**config.mk**
```make
export PLATFORM = sky130hd
export DESIGN_NAME = stkptr_bank
export DESIGN_NICKNAME = d
export VERILOG_FILES = /design/src/rtl/spb_pkg.sv /design/src/rtl/spb_mode_fsm.sv /design/src/rtl/spb_route.sv /design/src/rtl/spb_store.sv /design/src/rtl/stkptr_bank.sv
export SDC_FILE = /design/constraint.sdc
export NUM_CORES = 1
export LEC_CHECK = 0
export ABC_CLOCK_PERIOD_IN_PS = 1910
export BUFFER_PORTS_ARGS = -buffer_cell sky130_fd_sc_hd__buf_2
export CAP_MARGIN = 20
export CORE_MARGIN = 2
export CORE_UTILIZATION = 25
export CTS_BUF_LIST = sky130_fd_sc_hd__clkbuf_8
export DETAILED_ROUTE_END_ITERATION = 12
export SKIP_LAST_GASP = 1
export SLEW_MARGIN = 10
export SYNTH_ARGS = -nofsm -noshare
export SYNTH_HDL_FRONTEND = slang
export SYNTH_SLANG_ARGS = --single-unit
```
**constraint.sdc**
```tcl
create_clock -name clk -period 1.91 [get_ports clk]
set_input_delay 0.191 -clock clk [delete_from_list [all_inputs] [get_ports clk]]
set_output_delay 0.191 -clock clk [all_outputs]
set_load 0.02 [all_outputs]
```
**src/rtl/spb_pkg.sv**
```systemverilog
package spb_pkg;

    typedef enum logic [0:0] {
        MODE_USER    = 1'b0,
        MODE_HANDLER = 1'b1
    } spb_mode_e;

    // physical destination of an access after mode steering
    typedef enum logic [2:0] {
        TGT_NONE     = 3'd0,
        TGT_USR_FULL = 3'd1,
        TGT_USR_PTR  = 3'd2,
        TGT_USR_STAT = 3'd3,
        TGT_SUP      = 3'd4
    } spb_tgt_e;

endpackage

```
**src/rtl/spb_mode_fsm.sv**
```systemverilog
module spb_mode_fsm
    import spb_pkg::*;
(
    input  logic      clk,
    input  logic      rst_n,
    input  logic      enter_i,
    input  logic      return_i,
    output logic      handler_o
);

    spb_mode_e state_q;
    spb_mode_e state_d;

    always_comb begin
        state_d = state_q;
        unique case (state_q)
            MODE_USER:    if (enter_i)  state_d = MODE_HANDLER;
            MODE_HANDLER: if (return_i) state_d = MODE_USER;
            default:                    state_d = MODE_USER;
        endcase
    end

    always_ff @(posedge clk) begin
        if (!rst_n) state_q <= MODE_USER;
        else        state_q <= state_d;
    end

    always_comb begin
        unique case (state_q)
            MODE_HANDLER: handler_o = 1'b1;
            default:      handler_o = 1'b0;
        endcase
    end

endmodule

```
**src/rtl/spb_route.sv**
```systemverilog
module spb_route
    import spb_pkg::*;
#(
    parameter int          IDX_W     = 5,
    parameter logic [4:0]  IDX_SP    = 5'd15,
    parameter logic [4:0]  IDX_SSP   = 5'd27,
    parameter logic [4:0]  IDX_STAT  = 5'd28,
    parameter logic [4:0]  IDX_PTR   = 5'd29,
    parameter bit          FOR_WRITE = 1'b0
) (
    input  logic [IDX_W-1:0] idx_i,
    input  logic             handler_i,
    output spb_tgt_e         tgt_o
);

    generate
        if (FOR_WRITE) begin : g_wr
            // write steering: the handler can never reach the status bits
            always_comb begin
                tgt_o = TGT_NONE;
                if (idx_i == IDX_W'(IDX_SP))
                    tgt_o = handler_i ? TGT_SUP : TGT_USR_FULL;
                else if (idx_i == IDX_W'(IDX_SSP))
                    tgt_o = handler_i ? TGT_USR_PTR : TGT_SUP;
                else if (idx_i == IDX_W'(IDX_STAT))
                    tgt_o = handler_i ? TGT_NONE : TGT_USR_STAT;
                else if (idx_i == IDX_W'(IDX_PTR))
                    tgt_o = handler_i ? TGT_SUP : TGT_USR_PTR;
            end
        end else begin : g_rd
            always_comb begin
                tgt_o = TGT_NONE;
                if (idx_i == IDX_W'(IDX_SP))
                    tgt_o = handler_i ? TGT_SUP : TGT_USR_FULL;
                else if (idx_i == IDX_W'(IDX_SSP))
                    tgt_o = handler_i ? TGT_USR_FULL : TGT_SUP;
                else if (idx_i == IDX_W'(IDX_STAT))
                    tgt_o = TGT_USR_STAT;
                else if (idx_i == IDX_W'(IDX_PTR))
                    tgt_o = handler_i ? TGT_SUP : TGT_USR_PTR;
            end
        end
    endgenerate

endmodule

```
**src/rtl/spb_store.sv**
```systemverilog
module spb_store
    import spb_pkg::*;
#(
    parameter int XLEN  = 64,
    parameter int PTR_W = 48
) (
    input  logic                   clk,
    input  logic                   rst_n,
    input  logic                   handler_i,
    input  logic                   wr_en_i,
    input  spb_tgt_e               wr_tgt_i,
    input  logic [XLEN-1:0]        wr_data_i,
    input  logic                   fpu_valid_i,
    input  logic [XLEN-PTR_W-1:0]  fpu_flags_i,
    output logic [XLEN-1:0]        usr_q_o,
    output logic [PTR_W-1:0]       sup_q_o
);

    localparam int STAT_W = XLEN - PTR_W;

    logic [XLEN-1:0]  usr_q, usr_d;
    logic [PTR_W-1:0] sup_q, sup_d;
    logic             stat_claimed;

    always_comb begin
        usr_d = usr_q;
        sup_d = sup_q;
        stat_claimed = wr_en_i &&
                       ((wr_tgt_i == TGT_USR_FULL) || (wr_tgt_i == TGT_USR_STAT));
        // sticky accumulation, user mode only, loses to a status write
        if (fpu_valid_i && !handler_i && !stat_claimed)
            usr_d[XLEN-1:PTR_W] = usr_q[XLEN-1:PTR_W] | fpu_flags_i;
        if (wr_en_i) begin
            unique case (wr_tgt_i)
                TGT_USR_FULL: usr_d = wr_data_i;
                TGT_USR_PTR:  usr_d[PTR_W-1:0] = wr_data_i[PTR_W-1:0];
                TGT_USR_STAT: usr_d[XLEN-1:PTR_W] = wr_data_i[STAT_W-1:0];
                TGT_SUP:      sup_d = wr_data_i[PTR_W-1:0];
                default:      ;
            endcase
        end
    end

    always_ff @(posedge clk) begin
        if (!rst_n) begin
            usr_q <= '0;
            sup_q <= '0;
        end else begin
            usr_q <= usr_d;
            sup_q <= sup_d;
        end
    end

    assign usr_q_o = usr_q;
    assign sup_q_o = sup_q;

endmodule

```
**src/rtl/stkptr_bank.sv**
```systemverilog
module stkptr_bank
    import spb_pkg::*;
#(
    parameter int          XLEN     = 64,
    parameter int          PTR_W    = 48,
    parameter int          IDX_W    = 5,
    parameter logic [4:0]  IDX_SP   = 5'd15,
    parameter logic [4:0]  IDX_SSP  = 5'd27,
    parameter logic [4:0]  IDX_STAT = 5'd28,
    parameter logic [4:0]  IDX_PTR  = 5'd29
) (
    input  logic                   clk,
    input  logic                   rst_n,
    input  logic                   irq_enter_i,
    input  logic                   irq_return_i,
    input  logic [IDX_W-1:0]       rd_idx_i,
    output logic [XLEN-1:0]        rd_data_o,
    input  logic                   wr_en_i,
    input  logic [IDX_W-1:0]       wr_idx_i,
    input  logic [XLEN-1:0]        wr_data_i,
    input  logic                   fpu_flag_valid_i,
    input  logic [XLEN-PTR_W-1:0]  fpu_flags_i,
    output logic                   in_handler_o
);

    localparam int STAT_W = XLEN - PTR_W;

    logic             handler;
    spb_tgt_e         rd_tgt, wr_tgt;
    logic [XLEN-1:0]  usr_q;
    logic [PTR_W-1:0] sup_q;

    spb_mode_fsm u_fsm (
        .clk       (clk),
        .rst_n     (rst_n),
        .enter_i   (irq_enter_i),
        .return_i  (irq_return_i),
        .handler_o (handler)
    );

    spb_route #(
        .IDX_W(IDX_W), .IDX_SP(IDX_SP), .IDX_SSP(IDX_SSP),
        .IDX_STAT(IDX_STAT), .IDX_PTR(IDX_PTR), .FOR_WRITE(1'b0)
    ) u_rd_route (
        .idx_i     (rd_idx_i),
        .handler_i (handler),
        .tgt_o     (rd_tgt)
    );

    spb_route #(
        .IDX_W(IDX_W), .IDX_SP(IDX_SP), .IDX_SSP(IDX_SSP),
        .IDX_STAT(IDX_STAT), .IDX_PTR(IDX_PTR), .FOR_WRITE(1'b1)
    ) u_wr_route (
        .idx_i     (wr_idx_i),
        .handler_i (handler),
        .tgt_o     (wr_tgt)
    );

    spb_store #(.XLEN(XLEN), .PTR_W(PTR_W)) u_store (
        .clk         (clk),
        .rst_n       (rst_n),
        .handler_i   (handler),
        .wr_en_i     (wr_en_i),
        .wr_tgt_i    (wr_tgt),
        .wr_data_i   (wr_data_i),
        .fpu_valid_i (fpu_flag_valid_i),
        .fpu_flags_i (fpu_flags_i),
        .usr_q_o     (usr_q),
        .sup_q_o     (sup_q)
    );

    always_comb begin
        unique case (rd_tgt)
            TGT_USR_FULL: rd_data_o = usr_q;
            TGT_USR_PTR:  rd_data_o = {{STAT_W{1'b0}}, usr_q[PTR_W-1:0]};
            TGT_USR_STAT: rd_data_o = {{PTR_W{1'b0}}, usr_q[XLEN-1:PTR_W]};
            TGT_SUP:      rd_data_o = {{STAT_W{1'b0}}, sup_q};
            default:      rd_data_o = '0;
        endcase
    end

    assign in_handler_o = handler;

endmodule

```
==> results.toml <==
[outcome]
status = "finished with violations"
violations = "setup timing"

[placement]
placed_cells = 1031
dpl.hpwl_mm = 12.3
gp_congestion = 0.755
io_buffers = 160

[clocking]
h-tree-depth = 4
clockRootBuffer = "clkbuf_8"
cts.clk_slew.worst_paths_ps = 70
clock-sinks = 113
clk_path_buf_depth = 2
clkLatencyLatePin_ps = 440
cts_tree = "built"
cts_made_buffers = 17

[route]
drtAntennaViolNets = 0
wl_mm = 19.9
drc = 0
avgRoutedWirePerCell_um = 17.7
vias_per_cell = 5.17
dr_total_vias = 5837
drt_iter0_drc = 448
first_pass_iters = 5

[worst_setup_path]
cp.required_ps = 1720
cp_max_fo = 18
endpoint_kind = "output pin"
start_kind = "flop"
path_class = "reg -> out"
critPathArrivalTime_ps = 1870
path_cells = "nand4b_1, o31a_1, nor2_4, buf_12, a221o_1, buf_2"
max_stage_delay_ps = 370
crit_slowest_cell = "dfxtp_4"

[die]
die_h_um = 149
die-area_mm2 = 0.0223
initial_core_util_pct = 25.3
die_w_um = 149
ios = 161
core_mm2 = 0.0209
row_count = 53

[yosys]
syn-num-nets = 738
syn_avg_cell_area_um2 = 8.22
seq_area_frac_synth_pct = 42.9
synthCells = 642
yosys_warnings = 0
synth-seq-cells = 113
ys_types = 36
netlist_area_mm2 = 0.00528

[timing]
fin_setup_tns_ps = -7150
slew_viol_final = 0
final.setup.worst_slack_ps = -151
rsz0062_at_grt = "true"
min_period_ps = 2060
max_freq_mhz = 485
finalSetupViolations = 64
finalHoldViolCount = 0
max_slew.worst_pin.slew_ps = 425
slew_headroom_pct = 71.7
fin_skew_ps = 9.31
finalCritPeriodShare_pct = 108

[global_route]
grtUsageTotal_pct = 17.5
grt_first_pass_wirelength_mm = 30.4
grt_max_degree = 73
antenna_found_initial = 4
grt_overflow_total = 0
grt_pass1_vias = 5750

[finish]
layout_common_cells = "buf_2 (138), a21oi_1 (112), dfxtp_1 (112), nand3_1 (98), o21ai_0 (81)"
seq_area_mm2 = 0.00227
fillCellCount = 2154
syn2layout_area_growth_pct = 47.0
multiInputGateArea_mm2 = 0.00279
stdcell_count = 1128
final_nets = 932
drive_gt1_share_pct = 30.4
final_common_cell = "buf_2"

[power]
peakVddDrop_mv = 0.360
power.leakage_uw = 0.00296
power_density_mw_per_mm2 = 729

[run]
max_cap_viol_count = 0

[worst_hold_path]
hold_class = "in -> reg"
[metal layers]
metal / up-vias / global-route usage, % / wire length, µm
met2: 183 / 29.8 / 10200
met3: 22 / 4.53 / 1070
met4: 0 / 6.52 / 284
li1: 2789 / - / -
met1: 2843 / 21.4 / 8410
met5: - / 0 / 0
[critical path, delay by kind of cell (launching register included)]
family | cells | cell delay (ps)
AOI/OAI and AO/OA | 2 | 560
DFF | 1 | 370
buffers and inverters | 2 | 330
and+or+nand+nor | 2 | 160
[final timing paths]
path | from | endpoint | slack (ps) | depth (start not counted)
setup / recovery | u_fsm.state_q$_SDFF_PN0_ | rd_data_o[13] | -150 | 6
hold / removal | wr_data_i[14] | u_store.sup_q_o[14]$_SDFFE_PN0P_ | 40 | 3
setup reg to reg | u_fsm.state_q$_SDFF_PN0_ | u_store.usr_q_o[33]$_SDFFE_PN0P_ | 210 | 7
hold reg to reg | u_store.sup_q_o[46]$_SDFFE_PN0P_ | u_store.sup_q_o[46]$_SDFFE_PN0P_ | 480 | 2
[cell type report]
type	count	area share [%]
diodes	4	0.129
inverters	3	0.161
clock buffers	22	3.90
repair buffers	249	24.6
clock inverters	10	1.69
well taps	275	4.44
multi-input cells	452	35.9
flip-flops and latches	113	29.2
[Yosys cell counts]
library cell / count / area share (%)
a21oi_1: 113 / 11
dfxtp_1: 113 / 43
nand3_1: 100 / 9.5
o21ai_0: 81 / 7.7
clkbuf_1: 42 / 3.0
a22o_1: 32 / 5.3
and2_1: 32 / 3.8
buf_2: 20 / 1.9
a221o_1: 16 / 3.0
a22oi_1: 16 / 2.3
o21ai_1: 16 / 1.5
o32ai_1: 16 / 2.7
buf_4: 9 / 1.3
nand2_1: 5 / 0.36
nor2_1: 3 / 0.21
and3_1: 2 / 0.24
buf_1: 2 / 0.14
inv_1: 2 / 0.14
nand4b_1: 2 / 0.33
nor2b_1: 2 / 0.24
o21a_1: 2 / 0.28
xnor2_1: 2 / 0.33
a21bo_2: 1 / 0.19
a21boi_1: 1 / 0.14
a21oi_2: 1 / 0.17
clkbuf_2: 1 / 0.095
clkinv_1: 1 / 0.071
mux2i_1: 1 / 0.19
nand3b_1: 1 / 0.14
nand4bb_1: 1 / 0.21
nor2_2: 1 / 0.12
nor3b_2: 1 / 0.24
nor4_2: 1 / 0.24
o31a_1: 1 / 0.17
or3_1: 1 / 0.12
xor2_1: 1 / 0.17
[flip-flops by register name, indices dropped and copies added (netlist names)]
register         cells
u_fsm.state_q        1
u_store.sup_q_o     48
u_store.usr_q_o     64
[through the flow]
step	util [%]	power, µW	setup slack, ps	instance area, µm²	hold slack [ps]
after floorplan	-	2800	206	5280	335
after global placement	31.1	3120	213	6500	458
after detailed placement	31.1	3120	206	6500	461
after CTS	36.7	5720	-198	7670	3.00
after global routing	37.1	5890	-263	7750	12.8
final	37.1	5660	-151	7760	38.6
[power by group]
group | switching (µW) | internal, µW | total (µW)
combinational | 428 | 313 | 740
sequential | 33.9 | 2410 | 2440
clock | 1020 | 1460 | 2480
[cells by family after synthesis]
family	synth area share (%)
AOI/OAI and AO/OA	34.1
and+or+nand+nor	15.7
DFF	42.9
buffers and inverters	6.61
xor gates and xnor gates	0.498
muxes	0.190
[timing repair]
item / CTS / global route
resized for setup: 57 / 8
hold buffers: 54 / 0
setup buffers: 2 / 2
gates cloned: 1 / 2
pin swaps: 11 / 3
hold endpoints to repair: 94 / 0
setup endpoints to repair: 64 / 73
Power figures use the tool's default switching activity.
